[config.mk]
export PLATFORM = sky130hd
export DESIGN_NAME = odl_gpio_reg
export DESIGN_NICKNAME = d
export VERILOG_FILES = /design/src/rtl/odl_pkg.sv /design/src/rtl/odl_line_ctl.sv /design/src/rtl/odl_sync.sv /design/src/rtl/odl_gpio_reg.sv
export SDC_FILE = /design/constraint.sdc
export NUM_CORES = 1
export LEC_CHECK = 0
export CORE_AREA = 2 2 52 54
export CTS_CLUSTER_DIAMETER = 40
export DETAILED_ROUTE_END_ITERATION = 16
export DIE_AREA = 0 0 54 56
export PLACE_DENSITY = 0.75
export SYNTH_ARGS = -nofsm -noshare
export SYNTH_HDL_FRONTEND = slang
export SYNTH_SLANG_ARGS = --single-unit
[constraint.sdc]
create_clock -name clk -period 1.4 [get_ports clk]
set_clock_uncertainty 0.15 [all_clocks]
set_input_delay 0.42 -clock clk [delete_from_list [all_inputs] [get_ports clk]]
set_output_delay 0.42 -clock clk [all_outputs]
set_load 0.005 [all_outputs]
[src/rtl/odl_pkg.sv]
package odl_pkg;
    // Bit offsets inside one line's lane of the register
    localparam int unsigned F_PUD   = 0;
    localparam int unsigned F_DIR_M = 1;
    localparam int unsigned F_DIR   = 2;
    localparam int unsigned F_VAL_M = 3;
    localparam int unsigned F_VAL   = 4;
    localparam int unsigned F_IN    = 5;
    localparam int unsigned LANE_W  = 8;

    typedef struct packed {
        logic pud;
        logic dir;
        logic val;
    } line_cfg_t;
endpackage

[src/rtl/odl_line_ctl.sv]
module odl_line_ctl
    import odl_pkg::*;
(
    input  logic              clk,
    input  logic              rst_n,
    input  logic              wr_en,
    input  logic [LANE_W-1:0] lane_wr,
    output line_cfg_t         cfg,
    output logic              oe
);
    line_cfg_t cfg_d, cfg_q;

    always_comb begin
        cfg_d = cfg_q;
        if (wr_en) begin
            cfg_d.pud = lane_wr[F_PUD];
            if (lane_wr[F_DIR_M]) cfg_d.dir = lane_wr[F_DIR];
            if (lane_wr[F_VAL_M]) cfg_d.val = lane_wr[F_VAL];
        end
    end

    always_ff @(posedge clk or negedge rst_n) begin
        if (!rst_n) cfg_q <= '0;
        else        cfg_q <= cfg_d;
    end

    assign cfg = cfg_q;
    // pull low only: output direction with a zero value
    assign oe  = cfg_q.dir & ~cfg_q.val;
endmodule

[src/rtl/odl_sync.sv]
module odl_sync #(
    parameter int unsigned STAGES = 2
) (
    input  logic clk,
    input  logic rst_n,
    input  logic din,
    output logic dout
);
    logic [STAGES-1:0] chain_d, chain_q;

    generate
        if (STAGES == 1) begin : g_one
            always_comb chain_d = din;
        end else begin : g_many
            always_comb chain_d = {chain_q[STAGES-2:0], din};
        end
    endgenerate

    always_ff @(posedge clk or negedge rst_n) begin
        if (!rst_n) chain_q <= '0;
        else        chain_q <= chain_d;
    end

    assign dout = chain_q[STAGES-1];
endmodule

[src/rtl/odl_gpio_reg.sv]
module odl_gpio_reg
    import odl_pkg::*;
#(
    parameter int unsigned LINES       = 2,
    parameter int unsigned DATA_W      = 32,
    parameter int unsigned SYNC_STAGES = 2
) (
    input  logic              clk,
    input  logic              rst_n,
    input  logic              wr_en,
    input  logic [DATA_W-1:0] wr_data,
    output logic [DATA_W-1:0] rd_data,
    input  logic [LINES-1:0]  pad_i,
    output logic [LINES-1:0]  pad_oe,
    output logic [LINES-1:0]  pullup_dis
);
    localparam int unsigned USED_W = LINES * LANE_W;

    logic [LANE_W-1:0] lane_rd [LINES];

    for (genvar k = 0; k < LINES; k++) begin : g_line
        line_cfg_t cfg;
        logic      in_sync;

        odl_line_ctl u_ctl (
            .clk     (clk),
            .rst_n   (rst_n),
            .wr_en   (wr_en),
            .lane_wr (wr_data[k*LANE_W +: LANE_W]),
            .cfg     (cfg),
            .oe      (pad_oe[k])
        );

        odl_sync #(.STAGES(SYNC_STAGES)) u_sync (
            .clk   (clk),
            .rst_n (rst_n),
            .din   (pad_i[k]),
            .dout  (in_sync)
        );

        assign pullup_dis[k] = cfg.pud;

        always_comb begin
            lane_rd[k]        = '0;
            lane_rd[k][F_PUD] = cfg.pud;
            lane_rd[k][F_DIR] = cfg.dir;
            lane_rd[k][F_VAL] = cfg.val;
            lane_rd[k][F_IN]  = in_sync;
        end
    end

    always_comb begin
        rd_data = '0;
        for (int k = 0; k < LINES; k++) begin
            rd_data[k*LANE_W +: LANE_W] = lane_rd[k];
        end
    end

    logic unused_hi;
    generate
        if (DATA_W > USED_W) begin : g_hi
            assign unused_hi = ^wr_data[DATA_W-1:USED_W];
        end else begin : g_nohi
            assign unused_hi = 1'b0;
        end
    endgenerate
endmodule

==> results.md, run 1 <==
- Status: finished with violations
- Failing checks: setup timing
- Sw Pwr: 189 uW
- Adder-cell share of the synthesized area: 0%
- Post-synthesis mux area share: 14.0%
- Register area share after synthesis: 42.5%
- Yosys reg bits: 10
- Reg2reg setup slack: 150 ps
- FF-to-FF Start: g_line[1].u_ctl.cfg[0]$_DFFE_PN0P_
- Final hold violations: 0
- DR WL/cell: 9.06 um
- Vias: 393
- Starting Density: 24.2%
- Period utilisation layout: 109%
- Synth Area in Compound Gates: 0%
- Routed vias/inst: 3.28
- Post-synth top area share: 42.5%
- Synthesis warning total: 0
- Bufs on Longest Clock Path: 2
- Initial DRC count: 0
- Most common cell in the synthesized netlist: buf_4
- DRT Wirelength: 1090 um
- CP delay by family, top: flip-flops
- DIE WIDTH: 54 um
- FMAX: 655 MHz
- Slowest CP cell: dfrtp_1
- Gr ovfl total: 0
- Router iterations before antenna repair: 1
- Slew Viols, Final: 0
- Pwr dens: 975 mW/mm^2
- Initial antenna violation count: 0
- Critical Path Source: g_line[1].u_ctl.cfg[0]$_DFFE_PN0P_
- Core area: 0.00243 sq mm
- Netlist Area Pre-Place: 589 sq um
- Hold Path Cell Cnt: 0
- Residual DRC: 0
- Main combinational cell family by area after synthesis: buffers and inverters
- Setup crit start kind: flip-flop
- Req. time, crit path: 830 ps
- Gate power share: 30.3%
- Sw Ratio: 22.5%
- Synth cell types: 7
- Total die area: 0.00302 sq mm
- Gate count of the mapped netlist: 53
- Hold WS: 198 ps
- FF-to-FF End: g_line[1].u_ctl.cfg[0]$_DFFE_PN0P_
- Worst r2r path cells: 4
- Routability congestion estimate: 0.599
- Row count: 18
- CTS buffer count: 3
- CTS tree: yes
- Synth Area in Simple Gates: 4.67%
- Synth area leaders: dfrtp_1 (42%), buf_4 (38%), mux2_4 (10%), mux2_2 (3.8%), nand2_1 (2.5%)
- Fin nets: 128
- Clock sinks: 10
- Hold path endpoint: g_line[1].u_sync.chain_q[1]$_DFF_PN0_
- Share of post-route cells with drive strength above 1: 40.0%
- Pint: 651 uW
- I/O Pins: 73
- Maxcap violations: 0
- P&R area growth vs syn: 46.3%
- RSZ-0062 raised after global routing: yes
- Post-synth ARST share: 100%
- Largest net degree at the start of global routing: 11
- Tot GR Track Use: 7.28%
- Post-Syn Area per Cell: 11.1 sq um
- # port buffers: 26
- WP data arrival: 960 ps
- CP Class: reg2out
- CTS clk-pin slew, worst paths: 70 ps
- Synth area leader: dfrtp_1
- Primary FF master, synth: dfrtp_1
- Worst slack, placed: -361 ps
- Endpoints failing setup: 5
- CP Max Fanout: 2
- Leakage power: 0.000456 uW
- Number of global-route vias before repair: 344
- CP Cell Sequence: buf_6 > nor2b_1 > buf_2
- CP bufs+invs: 2
- Clock root cell: clkbuf_4
- Synth top cells by count: buf_4 (30), dfrtp_1 (10), mux2_4 (4), nand2_1 (4)
- # diodes: 0
- Final min period: 1530 ps
- Setup WS post-layout: -126 ps
- Worst hold path class: reg2reg
- Crit path capture type: primary output
- Clock network power share: 29.9%
- Chip Height: 56 um
- First-pass GRT wire length: 1520 um
- Xor/xnor share of the synthesized area: 0%
- Peak supply drop: 401 uV
- Slowest stage delay, CP: 380 ps
- Post-synth EDFFs: 0
- Worst-Skew Late Latency: 250 ps
- H-tree depth: 1
- Part of the power in registers: 39.7%
- Post-route ant nets: 0
- Post-CTS Hold Fix Bufs: 0
- HP Start: g_line[1].u_sync.chain_q[0]$_DFF_PN0_
## through the flow
step | TNS (ps) | cells | total power (uW) | utilization (%) | instance area [sq um]
detailed placement | -2510 | 106 | 554 | 32.0 | 778
global route | -640 | 120 | 906 | 35.4 | 862
floorplan | 0 | 76 | 473 | - | 676
CTS | -555 | 117 | 839 | 34.7 | 843
finish | -387 | 120 | 840 | 35.4 | 862
global placement | -2230 | 106 | 549 | 32.0 | 778
## cell usage in the layout, fill, tap and decap left out
| master | netlist | routed |
|---|---|---|
| clkbuf_2 | 0 | 1 |
| buf_4 | 30 | 10 |
| mux2_4 | 4 | 4 |
| dlygate4sd2_1 | 0 | 1 |
| clkbuf_4 | 0 | 3 |
| buf_2 | 0 | 8 |
| clkdlybuf4s50_1 | 0 | 13 |
| nor2b_1 | 2 | 2 |
| clkbuf_8 | 0 | 1 |
| nand2_1 | 4 | 4 |
| buf_6 | 0 | 7 |
| conb_1 | 1 | 24 |
| mux2_2 | 2 | 2 |
| dfrtp_1 | 10 | 10 |
## kinds of logic (layout without fill, tap and decap cells)
family | Yosys count | in the layout
buf+inv | 30 | 44
flops | 10 | 10
other cells | 1 | 24
simple gates | 6 | 6
mux | 6 | 6
## power by group through the flow
| stage | clock (uW) | sequential, uW | combinational (uW) |
|---|---|---|---|
| after floorplan | 0 | 342 | 132 |
| after global placement | 0 | 340 | 209 |
| after detailed placement | 0 | 342 | 212 |
| after CTS | 266 | 333 | 239 |
| after global routing | 289 | 337 | 280 |
| final | 251 | 334 | 255 |
## per-layer routing
metal	GRT usage [%]	share of wire (%)	vias to the layer above
met2	13.6	57	32
met3	4.84	14	2
met1	5.77	28	174
li1	-	-	185
met4	2.14	0.74	0
met5	0	0	-
## worst max path at each step
stage	endpoint	cells after the start	slack [ps]
4_1_cts	pad_oe[1]	3	-140
6_report	pad_oe[1]	3	-130
3_5_place_dp	g_line[1].u_ctl.cfg[0]$_DFFE_PN0P_	3	-360
3_3_place_gp	g_line[1].u_ctl.cfg[0]$_DFFE_PN0P_	3	-330
5_1_grt	pad_oe[0]	3	-190
2_1_floorplan	pad_oe[0]	2	200
## worst register-to-register path: stages (launching register included)
cell and delay, ps:
dfrtp_1 380, buf_6 120, buf_4 120, buf_4 120, mux2_4 250
## area by class of cell
type	count	area [sq um]
well taps	30	37.5
fillers	263	1570
repair buffers	40	338
clock buffers	4	36.3
multi-input cells	36	200
flip-flops and latches	10	250
## sequential cells by signal, indices dropped and copies added (netlist names)
signal and count:
g_line.u_ctl.cfg 6, g_line.u_sync.chain_q 4
## timing repair
action / CTS / global route
gates resized for setup: 53 / 2
setup endpoints to repair: 18 / 6
hold endpoints to repair: 0 / 0
setup buffers: 7 / 3
No activity file was read; power rests on OpenSTA's default activity.
==> run 2, diff against run 1 <==
--- a/config.mk
+++ b/config.mk
@@ -5,11 +5,11 @@
 export SDC_FILE = /design/constraint.sdc
 export NUM_CORES = 1
 export LEC_CHECK = 0
-export CORE_AREA = 2 2 52 54
+export CORE_AREA = 2 2 54 56
 export CTS_CLUSTER_DIAMETER = 40
 export DETAILED_ROUTE_END_ITERATION = 16
-export DIE_AREA = 0 0 54 56
-export PLACE_DENSITY = 0.75
+export DIE_AREA = 0 0 56 58
+export PLACE_DENSITY = 0.73
 export SYNTH_ARGS = -nofsm -noshare
 export SYNTH_HDL_FRONTEND = slang
 export SYNTH_SLANG_ARGS = --single-unit
==> constraint.sdc (replaced) <==
create_clock -name clk -period 1.3 [get_ports clk]
set_clock_uncertainty 0.15 [all_clocks]
set_input_delay 0.39 -clock clk [delete_from_list [all_inputs] [get_ports clk]]
set_output_delay 0.39 -clock clk [all_outputs]
set_load 0.005 [all_outputs]
==> results.md, run 2 (same netlist as run 1, synthesis figures left out) <==
- Maxcap violations: 0
- Leakage power: 0.000427 uW
- Post-DP Area: 787 sq um
- Vias: 384
- Worst-Skew Late Latency: 250 ps
- Starting Density: 22.1%
- First-pass GRT wire length: 1660 um
- Max reg flops: 6
- H-tree depth: 1
- RSZ-0062 raised after global routing: yes
- Row count: 19
- Endpoints failing setup: 10
- Share of post-route cells with drive strength above 1: 34.9%
- Largest net degree at the start of global routing: 11
- Pwr dens: 997 mW/mm^2
- Total die area: 0.00325 sq mm
- Worst slack, placed: -371 ps
- Clock root cell: clkbuf_4
- Slowest CP cell: dfrtp_1
- Routed vias/inst: 3.37
- CTS buffer count: 3
- Setup WS post-layout: -140 ps
- CP Cell Sequence: nor2b_1 > buf_2
- Slowest stage delay, CP: 380 ps
- Final min period: 1440 ps
- Worst hold path class: reg2reg
- WP data arrival: 900 ps
- Grt peak-use layer: met2
- Req. time, crit path: 760 ps
- Crit path capture type: primary output
- Initial antenna violation count: 0
- Routability congestion estimate: 0.634
- Commonest cells after routing, fill and taps aside: conb_1 (24), clkdlybuf4s50_1 (13), buf_6 (11)
- Status: finished with violations
- Chip Height: 58 um
- Router iterations before antenna repair: 2
- Peak supply drop: 588 uV
- Setup crit start kind: flip-flop
- Hold Path Cell Cnt: 0
- Residual DRC: 0
- Slew Viols, Final: 0
- # diodes: 0
- DR WL/cell: 9.00 um
- Layout Utilization: 31.1%
- Period utilisation layout: 111%
- Commonest non-fill, non-tap cell in the layout: conb_1
- Post-route ant nets: 0
- DIE WIDTH: 56 um
- Bufs on Longest Clock Path: 2
- Post-CTS Hold Fix Bufs: 0
- I/O Pins: 73
- FMAX: 695 MHz
- Core area: 0.00266 sq mm
- Tot GR Track Use: 6.64%
- # port buffers: 26
- Clock sinks: 10
- CTS clk-pin slew, worst paths: 60 ps
- Number of global-route vias before repair: 418
- Detailed placement HPWL: 851 um
- Final hold violations: 0
- Worst r2r path cells: 3
- Grt met1 use: 4.99%
- DRT Wirelength: 1030 um
- P&R area growth vs syn: 40.3%
- Fin nets: 122
- CP Max Fanout: 2
- CTS tree: yes
- Gr ovfl total: 0
- Hold WS: 207 ps
- Design area: 827 sq um
- Met3 Use GR: 2.90%
- Grt met2 use: 13.4%
- Total negative slack: -983 ps
- Failing checks: setup timing
- CP Class: reg2out
- Initial DRC count: 2
run 2: changes by cell type in the layout (fill, tap and decap cells not counted), sizes merged:
| cell | delta |
|---|---|
| buf | -5 |
| clkbuf | -2 |
run 2: through the flow:
stage / power [uW] / instances
after detailed placement: 608 / 108
after floorplan: 509 / 76
after CTS: 822 / 113
final: 824 / 114
after global placement: 603 / 108
after global routing: 871 / 114
run 2: worst paths after layout:
path                                                  startpoint                                     to  slack (ps)
max                           g_line[1].u_ctl.cfg[1]$_DFFE_PN0P_                              pad_oe[1]        -140
min                        g_line[0].u_sync.chain_q[0]$_DFF_PN0_  g_line[0].u_sync.chain_q[1]$_DFF_PN0_         210
max reg2reg                   g_line[0].u_ctl.cfg[0]$_DFFE_PN0P_     g_line[0].u_ctl.cfg[0]$_DFFE_PN0P_         160
min reg2reg                g_line[0].u_sync.chain_q[0]$_DFF_PN0_  g_line[0].u_sync.chain_q[1]$_DFF_PN0_         210
max in group asynchronous                                  rst_n     g_line[1].u_ctl.cfg[0]$_DFFE_PN0P_         590
min in group asynchronous                                  rst_n     g_line[1].u_ctl.cfg[1]$_DFFE_PN0P_         280
run 2: routing by layer:
layer / part of all wire [%] / vias to the layer above
met5: 0 / -
met4: 0 / 0
met3: 18 / 0
met2: 57 / 44
met1: 25 / 169
li1: - / 171
run 2: where the power goes:
part / internal [uW] / leakage (uW) / switching (uW)
Clock: 106 / 0.0000138 / 95.3
Combinational: 177 / 0.000297 / 85.4
Sequential: 342 / 0.000117 / 18.1
Total: 625 / 0.000427 / 199
run 2: area by class of cell:
type | count | area (sq um)
Clock buffer | 3 | 22.5
Fill cell | 266 | 1840
Sequential cell | 10 | 250
Timing Repair Buffer | 34 | 315
Multi-Input combinational cell | 36 | 200
Tap cell | 31 | 38.8
run 2: worst max-delay path, delay by kind of cell (launching register included):
family                 cells  cell delay (ps)
DFF                        1              380
buffers and inverters      1              130
and+or+nand+nor            1              130
run 2: what timing repair did:
item                       CTS  global route
setup buffers                2             1
setup endpoints to repair   18            12
gates cloned                 0             0
resized for setup           58             2
==> run 3, diff against run 2 <==
--- a/config.mk
+++ b/config.mk
@@ -9,6 +9,7 @@
 export CTS_CLUSTER_DIAMETER = 40
 export DETAILED_ROUTE_END_ITERATION = 16
 export DIE_AREA = 0 0 56 58
+export HOLD_SLACK_MARGIN = 0.1
 export PLACE_DENSITY = 0.73
 export SYNTH_ARGS = -nofsm -noshare
 export SYNTH_HDL_FRONTEND = slang
==> results of run 3 <==
Final layout, timing and power as in run 2 (identical DEF).
